## src/rtl/ocp_pkg.sv

```systemverilog
package ocp_pkg;

  typedef enum logic [1:0] {
    IQ_IDLE    = 2'd0,
    IQ_BLANK   = 2'd1,
    IQ_HOLD    = 2'd2,
    IQ_RELEASE = 2'd3
  } iq_state_e;

  typedef struct packed {
    logic in_en;
    logic in_sel;
    logic bat_en;
    logic bat_sel;
  } ocp_cfg_t;

  localparam ocp_cfg_t CFG_RESET = '{in_en: 1'b0, in_sel: 1'b1, bat_en: 1'b1, bat_sel: 1'b1};

endpackage

```

## src/rtl/ocp_limit_scale.sv

```systemverilog
module ocp_limit_scale #(
  parameter int CUR_W = 12
) (
  input  logic [CUR_W-1:0] sample,
  input  logic [CUR_W-1:0] limit,
  input  logic             sel_double,
  output logic             over
);
  localparam int TH_W = CUR_W + 2;

  logic [TH_W-1:0] quad;
  logic [TH_W-1:0] th_133;
  logic [TH_W-1:0] th_200;
  logic [TH_W-1:0] th_sel;

  always_comb begin
    quad   = {limit, 2'b00};
    th_133 = quad / TH_W'(3);
    th_200 = {1'b0, limit, 1'b0};
    th_sel = sel_double ? th_200 : th_133;
    over   = {2'b00, sample} > th_sel;
  end
endmodule

```

## src/rtl/ocp_in_qual.sv

```systemverilog
module ocp_in_qual
  import ocp_pkg::*;
#(
  parameter int BLANK_TICKS   = 250,
  parameter int RELEASE_TICKS = 250000
) (
  input  logic clk,
  input  logic rst,
  input  logic en,
  input  logic over,
  input  logic tick,
  output logic fault_nxt
);
  localparam int MAX_T = (BLANK_TICKS > RELEASE_TICKS) ? BLANK_TICKS : RELEASE_TICKS;
  localparam int CNT_W = $clog2(MAX_T + 1);
  localparam logic [CNT_W-1:0] BLANK_LAST = CNT_W'(BLANK_TICKS - 1);
  localparam logic [CNT_W-1:0] REL_LAST   = CNT_W'(RELEASE_TICKS - 1);

  iq_state_e        state_q, state_d;
  logic [CNT_W-1:0] cnt_q, cnt_d;

  always_comb begin
    state_d = state_q;
    cnt_d   = cnt_q;
    if (!en) begin
      state_d = IQ_IDLE;
      cnt_d   = '0;
    end else begin
      case (state_q)
        IQ_IDLE: begin
          if (over) begin
            state_d = IQ_BLANK;
            cnt_d   = '0;
          end
        end
        IQ_BLANK: begin
          if (!over) begin
            state_d = IQ_IDLE;
            cnt_d   = '0;
          end else if (tick) begin
            if (cnt_q == BLANK_LAST) begin
              state_d = IQ_HOLD;
              cnt_d   = '0;
            end else begin
              cnt_d = cnt_q + 1'b1;
            end
          end
        end
        IQ_HOLD: begin
          if (!over) begin
            state_d = IQ_RELEASE;
            cnt_d   = '0;
          end
        end
        IQ_RELEASE: begin
          if (over) begin
            state_d = IQ_HOLD;
            cnt_d   = '0;
          end else if (tick) begin
            if (cnt_q == REL_LAST) begin
              state_d = IQ_IDLE;
              cnt_d   = '0;
            end else begin
              cnt_d = cnt_q + 1'b1;
            end
          end
        end
        default: begin
          state_d = IQ_IDLE;
          cnt_d   = '0;
        end
      endcase
    end
  end

  always_ff @(posedge clk) begin
    if (rst) begin
      state_q <= IQ_IDLE;
      cnt_q   <= '0;
    end else begin
      state_q <= state_d;
      cnt_q   <= cnt_d;
    end
  end

  assign fault_nxt = (state_d == IQ_HOLD) || (state_d == IQ_RELEASE);
endmodule

```

## src/rtl/ocp_fault_qual.sv

```systemverilog
module ocp_fault_qual
  import ocp_pkg::*;
#(
  parameter int CUR_W         = 12,
  parameter int BLANK_TICKS   = 250,
  parameter int RELEASE_TICKS = 250000
) (
  input  logic             clk,
  input  logic             rst,
  input  logic             tick_1us,
  input  logic             fixed_cmp_trip,
  input  logic [CUR_W-1:0] iin_sample,
  input  logic [CUR_W-1:0] iin_limit,
  input  logic [CUR_W-1:0] ibat_sample,
  input  logic [CUR_W-1:0] idchg_limit,
  input  logic             cfg_load,
  input  logic             cfg_in_en,
  input  logic             cfg_in_sel,
  input  logic             cfg_bat_en,
  input  logic             cfg_bat_sel,
  output logic             conv_off,
  output logic             flt_fixed,
  output logic             flt_in,
  output logic             flt_bat
);
  ocp_cfg_t cfg_q;
  logic     in_over, bat_over;
  logic     in_fault_nxt, bat_fault_nxt, fixed_nxt;

  always_ff @(posedge clk) begin
    if (rst) begin
      cfg_q <= CFG_RESET;
    end else if (cfg_load) begin
      cfg_q <= '{in_en: cfg_in_en, in_sel: cfg_in_sel, bat_en: cfg_bat_en, bat_sel: cfg_bat_sel};
    end
  end

  ocp_limit_scale #(.CUR_W(CUR_W)) u_in_scale (
    .sample     (iin_sample),
    .limit      (iin_limit),
    .sel_double (cfg_q.in_sel),
    .over       (in_over)
  );

  ocp_limit_scale #(.CUR_W(CUR_W)) u_bat_scale (
    .sample     (ibat_sample),
    .limit      (idchg_limit),
    .sel_double (cfg_q.bat_sel),
    .over       (bat_over)
  );

  ocp_in_qual #(
    .BLANK_TICKS   (BLANK_TICKS),
    .RELEASE_TICKS (RELEASE_TICKS)
  ) u_in_qual (
    .clk       (clk),
    .rst       (rst),
    .en        (cfg_q.in_en),
    .over      (in_over),
    .tick      (tick_1us),
    .fault_nxt (in_fault_nxt)
  );

  assign bat_fault_nxt = cfg_q.bat_en & bat_over;
  assign fixed_nxt     = fixed_cmp_trip;

  always_ff @(posedge clk) begin
    if (rst) begin
      flt_fixed <= 1'b0;
      flt_in    <= 1'b0;
      flt_bat   <= 1'b0;
      conv_off  <= 1'b0;
    end else begin
      flt_fixed <= fixed_nxt;
      flt_in    <= in_fault_nxt;
      flt_bat   <= bat_fault_nxt;
      conv_off  <= fixed_nxt | in_fault_nxt | bat_fault_nxt;
    end
  end
endmodule

```

## config.mk

```make
export PLATFORM = sky130hd
export DESIGN_NAME = ocp_fault_qual
export DESIGN_NICKNAME = d
export VERILOG_FILES = /design/src/rtl/ocp_pkg.sv /design/src/rtl/ocp_limit_scale.sv /design/src/rtl/ocp_in_qual.sv /design/src/rtl/ocp_fault_qual.sv
export SDC_FILE = /design/constraint.sdc
export NUM_CORES = 1
export LEC_CHECK = 0
export BUFFER_PORTS_ARGS = -buffer_cell sky130_fd_sc_hd__clkbuf_2
export CAP_MARGIN = 30
export CORE_AREA = 5 5 97 99
export CTS_BUF_LIST = sky130_fd_sc_hd__clkbuf_16
export CTS_CLUSTER_SIZE = 8
export DETAILED_ROUTE_END_ITERATION = 12
export DIE_AREA = 0 0 102 104
export HOLD_SLACK_MARGIN = 0.05
export PLACE_DENSITY = 0.89
export SLEW_MARGIN = 20
export SYNTH_ARGS = -nofsm -noshare
export SYNTH_HDL_FRONTEND = slang
export SYNTH_SLANG_ARGS = --single-unit
```

## constraint.sdc

```tcl
create_clock -name clk -period 7 [get_ports clk]
set_input_delay 0 -clock clk [delete_from_list [all_inputs] [get_ports clk]]
set_output_delay 0 -clock clk [all_outputs]
set_load 0.01 [all_outputs]
```

After elaboration in Yosys (flattened, before gate mapping)
Index checks and enable logic that the tools add are counted.
{"block": "word_totals", "in_bits": 57, "latch_bits": 0, "mem_bits_ro": 0, "reg_bits": 28, "memories": 0, "out_inout_bits": 4, "word_cells": 55, "ram_bits": 0}
{"block": "op_classes", "n_mul": 0, "reduce_logical": 4, "n_eq_ne": 11, "shifts": 0, "mux": 21, "bitwise": 4, "n_div": 2, "addsub": 1, "n_lt_le_gt_ge": 2}
{"cell": "two-way mux 18 bit", "n": 8}
{"cell": "case mux 18 bit (4 select lines)", "n": 1}
{"cell": "divider 14 x 2 -> 14 bit (second input constant)", "n": 2}
{"cell": "greater-than comparator 12 x 14 -> 1 bit", "n": 2}
{"cell": "two-way mux 14 bit", "n": 2}
{"cell": "adder 18 x 1 -> 18 bit (second input constant)", "n": 1}
{"cell": "== test 18 bit (second input constant)", "n": 1}
{"cell": "== test 18 x 8 -> 1 bit (second input constant)", "n": 1}
{"cell": "two-way mux 2 bit", "n": 9}
{"cell": "== test 2 bit (second input constant)", "n": 4}
{"cell": "case mux 2 bit (4 select lines)", "n": 1}
{"cell": "AND reduction 4 bit", "n": 1}
{"cell": "!= test 3 x 2 -> 1 bit (second input constant)", "n": 1}
{"cell": "!= test 3 bit (second input constant)", "n": 1}
{"cell": "== test 2 x 1 -> 1 bit (second input constant)", "n": 1}
{"cell": "logical NOT 2 bit", "n": 1}
{"cell": "!= test 2 x 1 -> 1 bit (second input constant)", "n": 1}
{"cell": "!= test 2 bit (second input constant)", "n": 1}
{"cell": "OR 1 bit", "n": 2}
{"cell": "OR reduction 2 bit", "n": 1}
{"cell": "AND 1 bit", "n": 1}
{"cell": "logical OR 1 bit", "n": 1}
{"cell": "NOT 1 bit", "n": 1}

Logic depth before layout (Yosys ltp)
{"block": "logic_depth", "depth_word": 10, "mapped_depth": 37, "mapped_depth_nobuf": 33}

By module
Synthesis repeated with hierarchy kept, for this count alone.
{"block": "unflattened", "cells_unflattened": 725, "area_unflattened_um2": 4942.2}
{"module": "ocp_limit_scale (u_bat_scale)", "area_per_inst_um2": 1770.4, "seq_area_each_um2": 0.0, "n_inst": 1, "cells_each": 271}
{"module": "ocp_limit_scale (u_in_scale)", "area_per_inst_um2": 1720.4, "seq_area_each_um2": 0.0, "n_inst": 1, "cells_each": 278}
{"module": "ocp_in_qual", "area_per_inst_um2": 1203.7, "seq_area_each_um2": 400.4, "n_inst": 1, "cells_each": 154}
{"module": "ocp_fault_qual", "area_per_inst_um2": 247.7, "seq_area_each_um2": 160.2, "n_inst": 1, "cells_each": 22}

Worst setup path before layout
OpenSTA, ideal clock, no wires.
{"block": "synth_path", "kind": "input to register", "startpoint": "in iin_limit[8]", "endpoint": "reg u_in_qual.cnt_q[4]", "path_buffers": 4, "stages": 31, "t_required_ps": 6927, "setup_time_ps": 73, "t_arrival_ps": 6000, "setup_slack_ps": 927, "cell_sequence": "or4b_1 > or2_2 > a21boi_0 > nor3_1 > nor2_1 > o31ai_1 > a32oi_1 > clkbuf_1 > o21ai_0 > ha_1 > clkbuf_1 > or4_1 > o211ai_1 > ha_1 > nor2b_1 > mux2_2 > a21oi_1 > ha_1 > nor2b_1 > o21a_1 > o21ai_0 > a21boi_0 > o21ai_0 > a21oi_1 > o21ba_2 > o21a_1 > clkbuf_1 > mux2_2 > clkbuf_1 > a211o_1 > a21oi_1"}
{"block": "synth_via", "elab_chain_cells": 5, "elab_cells_between_ends": 11, "classes_between": "div: 1; order compare: 1; eq/ne: 4; mux: 4; reduce/logical: 1"}
{"element": "start, declared", "line": "ocp_fault_qual.sv:13", "text": "input logic [CUR_W-1:0] iin_limit,"}
{"element": "divider 14 x 2 -> 14 bit", "line": "ocp_limit_scale.sv:18", "text": "th_133 = quad / TH_W'(3);"}
{"element": "two-way mux 14 bit *", "line": "ocp_limit_scale.sv:20", "text": "th_sel = sel_double ? th_200 : th_133;"}
{"element": "greater-than comparator 12 x 14 -> 1 bit *", "line": "ocp_limit_scale.sv:21", "text": "over = {2'b00, sample} > th_sel;"}
{"element": "!= test 3 x 2 -> 1 bit (no line) (tied with other cells)"}
{"element": "AND reduction 4 bit (no line) or case mux 18 bit (4 select lines) (tied branches)"}
{"element": "end signal, assigned", "line": "ocp_in_qual.sv:82", "text": "cnt_q <= cnt_d;"}
{"element": "end, declared", "line": "ocp_in_qual.sv:20", "text": "logic [CNT_W-1:0] cnt_q, cnt_d;"}
Mark *: on every way between the ends. The rest lies on a longest branch, timed or not.
A chain may end at the register's enable or synchronous reset.

Worst setup path in the final report
{"block": "layout_path", "startpoint": "in iin_limit[8]", "endpoint": "reg u_in_qual.cnt_q[11]"}
The elaborated chain is that of the path after synthesis.

==> metrics.txt <==
run status=complete, no violations; CTS tree=done; register area=561 um^2; first-pass GRT wire length=24,100 um; max-cap viol count=0; CP Capture Type=flip-flop; Final #Nets=836; setup_tns=0 ps; DRC Markers=0; maximum VDD drop=104 uV; CP Buf/Inv Count=4; DRT antenna net count=0; Hold Fails Final Rpt=0; drt first pass iters=6; final setup fails=0; uppermost routed layer=met4; Setup crit start kind=input pin; Synth area leaders=dfxtp_1 11%, ha_1 7.6%, a21oi_1 6.0%; core area=0.00847 mm^2; crit path max fanout=22; post-DR vias/cell=6.85; Hold Crit Endpoint=cfg_q[1]; syn_nets=811; worst slew pin tran=805 ps; Hold WC Path Type=input pin to flip-flop; Max Buffers Root-to-Sink=2; grt total ovfl=0; largest net degree at the start of global routing=28; layout cells sized above 1=13.9%; Yosys warnings=0; Seq/Total Area, Yosys=11.3%; # diodes=0; met1 WL=6080 um; initial antenna violation count=0; Worst path top cell family by delay=compound AO/OA/AOI/OAI gates; WHS Path Cells=3; Worst-Skew Late Latency=260 ps; critical path required time=7190 ps; Syn Std Cell Area=0.00497 mm^2; die area=0.0106 mm^2; Final Wtd Congestion=0.959; path depth of the worst reg2reg path=16; Die H=104 um; hold_sp=cfg_load; starting density of the core=58.7%; RR Endpoint=u_in_qual.cnt_q[11]; Synth area leader=dfxtp_1; r2r startpoint=cfg_q[2]; Final Critical Period=6510 ps; EDFF count, synth=0; first element of the critical path=iin_limit[8]; final-report max-slew violation count=0; clock-pin slew on the worst setup and hold paths=70 ps; Mapped Cells=724; chip width=102 um; design area=0.00545 mm^2; Leakage=2.07 nW; Clock Skew=2.99 ps; Sink Count=28; Fillers=723; DPL Wire Length=10,600 um; Final period util=92.9%; PwrDens=124 mW/mm^2; via count=5,867; area share of the largest cell type after synthesis=11.3%; I/O Buffers=60; Initial DRC Count=626; CP max-delay cell=or4b_1; Routed Wire Length=14,500 um; reg-to-reg slack, setup=2910 ps; gr usage total=26.0%; CP peak stage delay=590 ps; vias in the first global route=5,289; ys async rst share=0%; Worst Setup Path Type=input pin to flip-flop; Syn-to-layout area delta=9.62%; clk root buf=clkbuf_16; worst endpoint data arrival time=6690 ps; drt wl/cell=16.9 um; IO Pins=61; Post-synth top flop=dfxtp_1; # rows=34; Netlist cell types=79; Slew headroom=45.7%; area occupied by multi-input gates=0.00410 mm^2; Avg Inst Size Synth=6.86 um^2; Met2 Wirelength=7100 um; Fmax=154 MHz; synthesized flop and latch total=28; Post-DP Area=0.00524 mm^2; CTS Buf Count=3; metal3 WL=1060 um; H-tree depth=1
==> tightest hold or removal path: cells and delay by family <==
kind          cells  cell delay, ps
simple gates      1              60
mux               1             100
buf+inv           1             180
==> synth_stat cells, drive strengths merged, types with 14 or more instances <==
| cell type | number |
|---|---|
| a21oi | 60 |
| nand3 | 27 |
| nor2 | 62 |
| mux2i | 29 |
| buf | 14 |
| nand2b | 17 |
| o21ai | 42 |
| clkbuf | 48 |
| o211ai | 16 |
| o21a | 14 |
| nand2 | 57 |
| nor3 | 34 |
| dfxtp | 28 |
| inv | 22 |
| nand4 | 21 |
| ha | 30 |
==> how the worst max path moves through the flow <==
stage                                endpoint  cells after the start  slack [ps]
final                     u_in_qual.cnt_q[11]                     32         490
after CTS                 u_in_qual.cnt_q[11]                     31         460
after global placement               conv_off                     34         420
after global routing      u_in_qual.cnt_q[17]                     33         -40
after detailed placement  u_in_qual.cnt_q[11]                     31         220
after floorplan            u_in_qual.cnt_q[4]                     31         930
==> per-layer routing <==
| layer | up-vias | GRT usage (%) |
|---|---|---|
| met1 | 2727 | 36.2 |
| li1 | 2823 | - |
| met4 | 0 | 7.40 |
| met5 | - | 0 |
| met2 | 281 | 42.1 |
| met3 | 36 | 2.62 |
==> sequential cells by signal, summed over array words and instances, names as in the netlist <==
| register | flops |
|---|---|
| u_in_qual.cnt_q | 18 |
| cfg_q | 4 |
| u_in_qual.state_q | 2 |
| conv_off | 1 |
| flt_bat | 1 |
| flt_fixed | 1 |
| flt_in | 1 |
==> final cells by class <==
cell class,instances,area share (%)
Tap cell,108,2.48
Clock buffer,3,1.38
Timing Repair Buffer,82,8.98
Sequential cell,28,10.3
Multi-Input combinational cell,611,75.2
Clock inverter,1,0.0689
Inverter,23,1.58
==> placed cells by master (no fill, tap or decap), types with 5 or more instances in the layout <==
| cell type | n |
|---|---|
| nor2_1 | 61 |
| a21oi_1 | 60 |
| nand2_1 | 57 |
| clkbuf_2 | 57 |
| o21ai_0 | 41 |
| nor3_1 | 33 |
| ha_1 | 30 |
| mux2i_1 | 29 |
| dfxtp_1 | 28 |
| nand3_1 | 24 |
| inv_1 | 22 |
| nand4_1 | 21 |
| nand2b_1 | 17 |
| o211ai_1 | 16 |
| o21a_1 | 14 |
| buf_4 | 13 |
| nor2b_1 | 12 |
| nand4b_1 | 12 |
| and3_1 | 9 |
| a21o_1 | 8 |
| a211oi_1 | 8 |
| a311oi_1 | 8 |
| nor4_1 | 8 |
| o31a_1 | 8 |
| dlygate4sd3_1 | 8 |
| mux2_2 | 7 |
| o22ai_1 | 6 |
| a31oi_1 | 6 |
| xor2_1 | 5 |
| o221ai_1 | 5 |
| a211o_1 | 5 |
| o31ai_1 | 5 |
| a32oi_1 | 5 |
==> per-stage QoR <==
stage / util [%] / std cells / power, mW / worst slack, ps / hold slack [ps]
6_report: 64.4 / 856 / 0.677 / 494 / 108
5_1_grt: 64.4 / 856 / 0.721 / -44.7 / 108
3_5_place_dp: 61.9 / 842 / 0.525 / 217 / 222
2_1_floorplan: - / 724 / 0.441 / 927 / 71.6
4_1_cts: 63.8 / 854 / 0.660 / 459 / 92.0
3_3_place_gp: 61.9 / 842 / 0.508 / 419 / 230
==> cell families after synthesis <==
kind of cell	after synthesis	synth area share, %
mux	36	7.43
simple gates	294	31.5
fa+ha+maj	30	7.55
compound gates	243	33.8
flops	28	11.3
buf+inv	85	6.87
xor+xnor	8	1.56
==> report_power, final <==
part,internal (mW),leakage [nW],switching [mW]
combinational,0.156,1.80,0.220
clock,0.0767,0.0385,0.0565
sequential,0.162,0.227,0.00533
==> timing repair <==
| action | in CTS | in global routing |
|---|---|---|
| setup endpoints to repair | 0 | 20 |
| buffers inserted | 0 | 2 |
| resized for setup | 0 | 14 |
| endpoints found under the hold margin | 7 | 0 |
| hold buffers | 8 | 0 |
No activity file was read; power rests on OpenSTA's default activity.
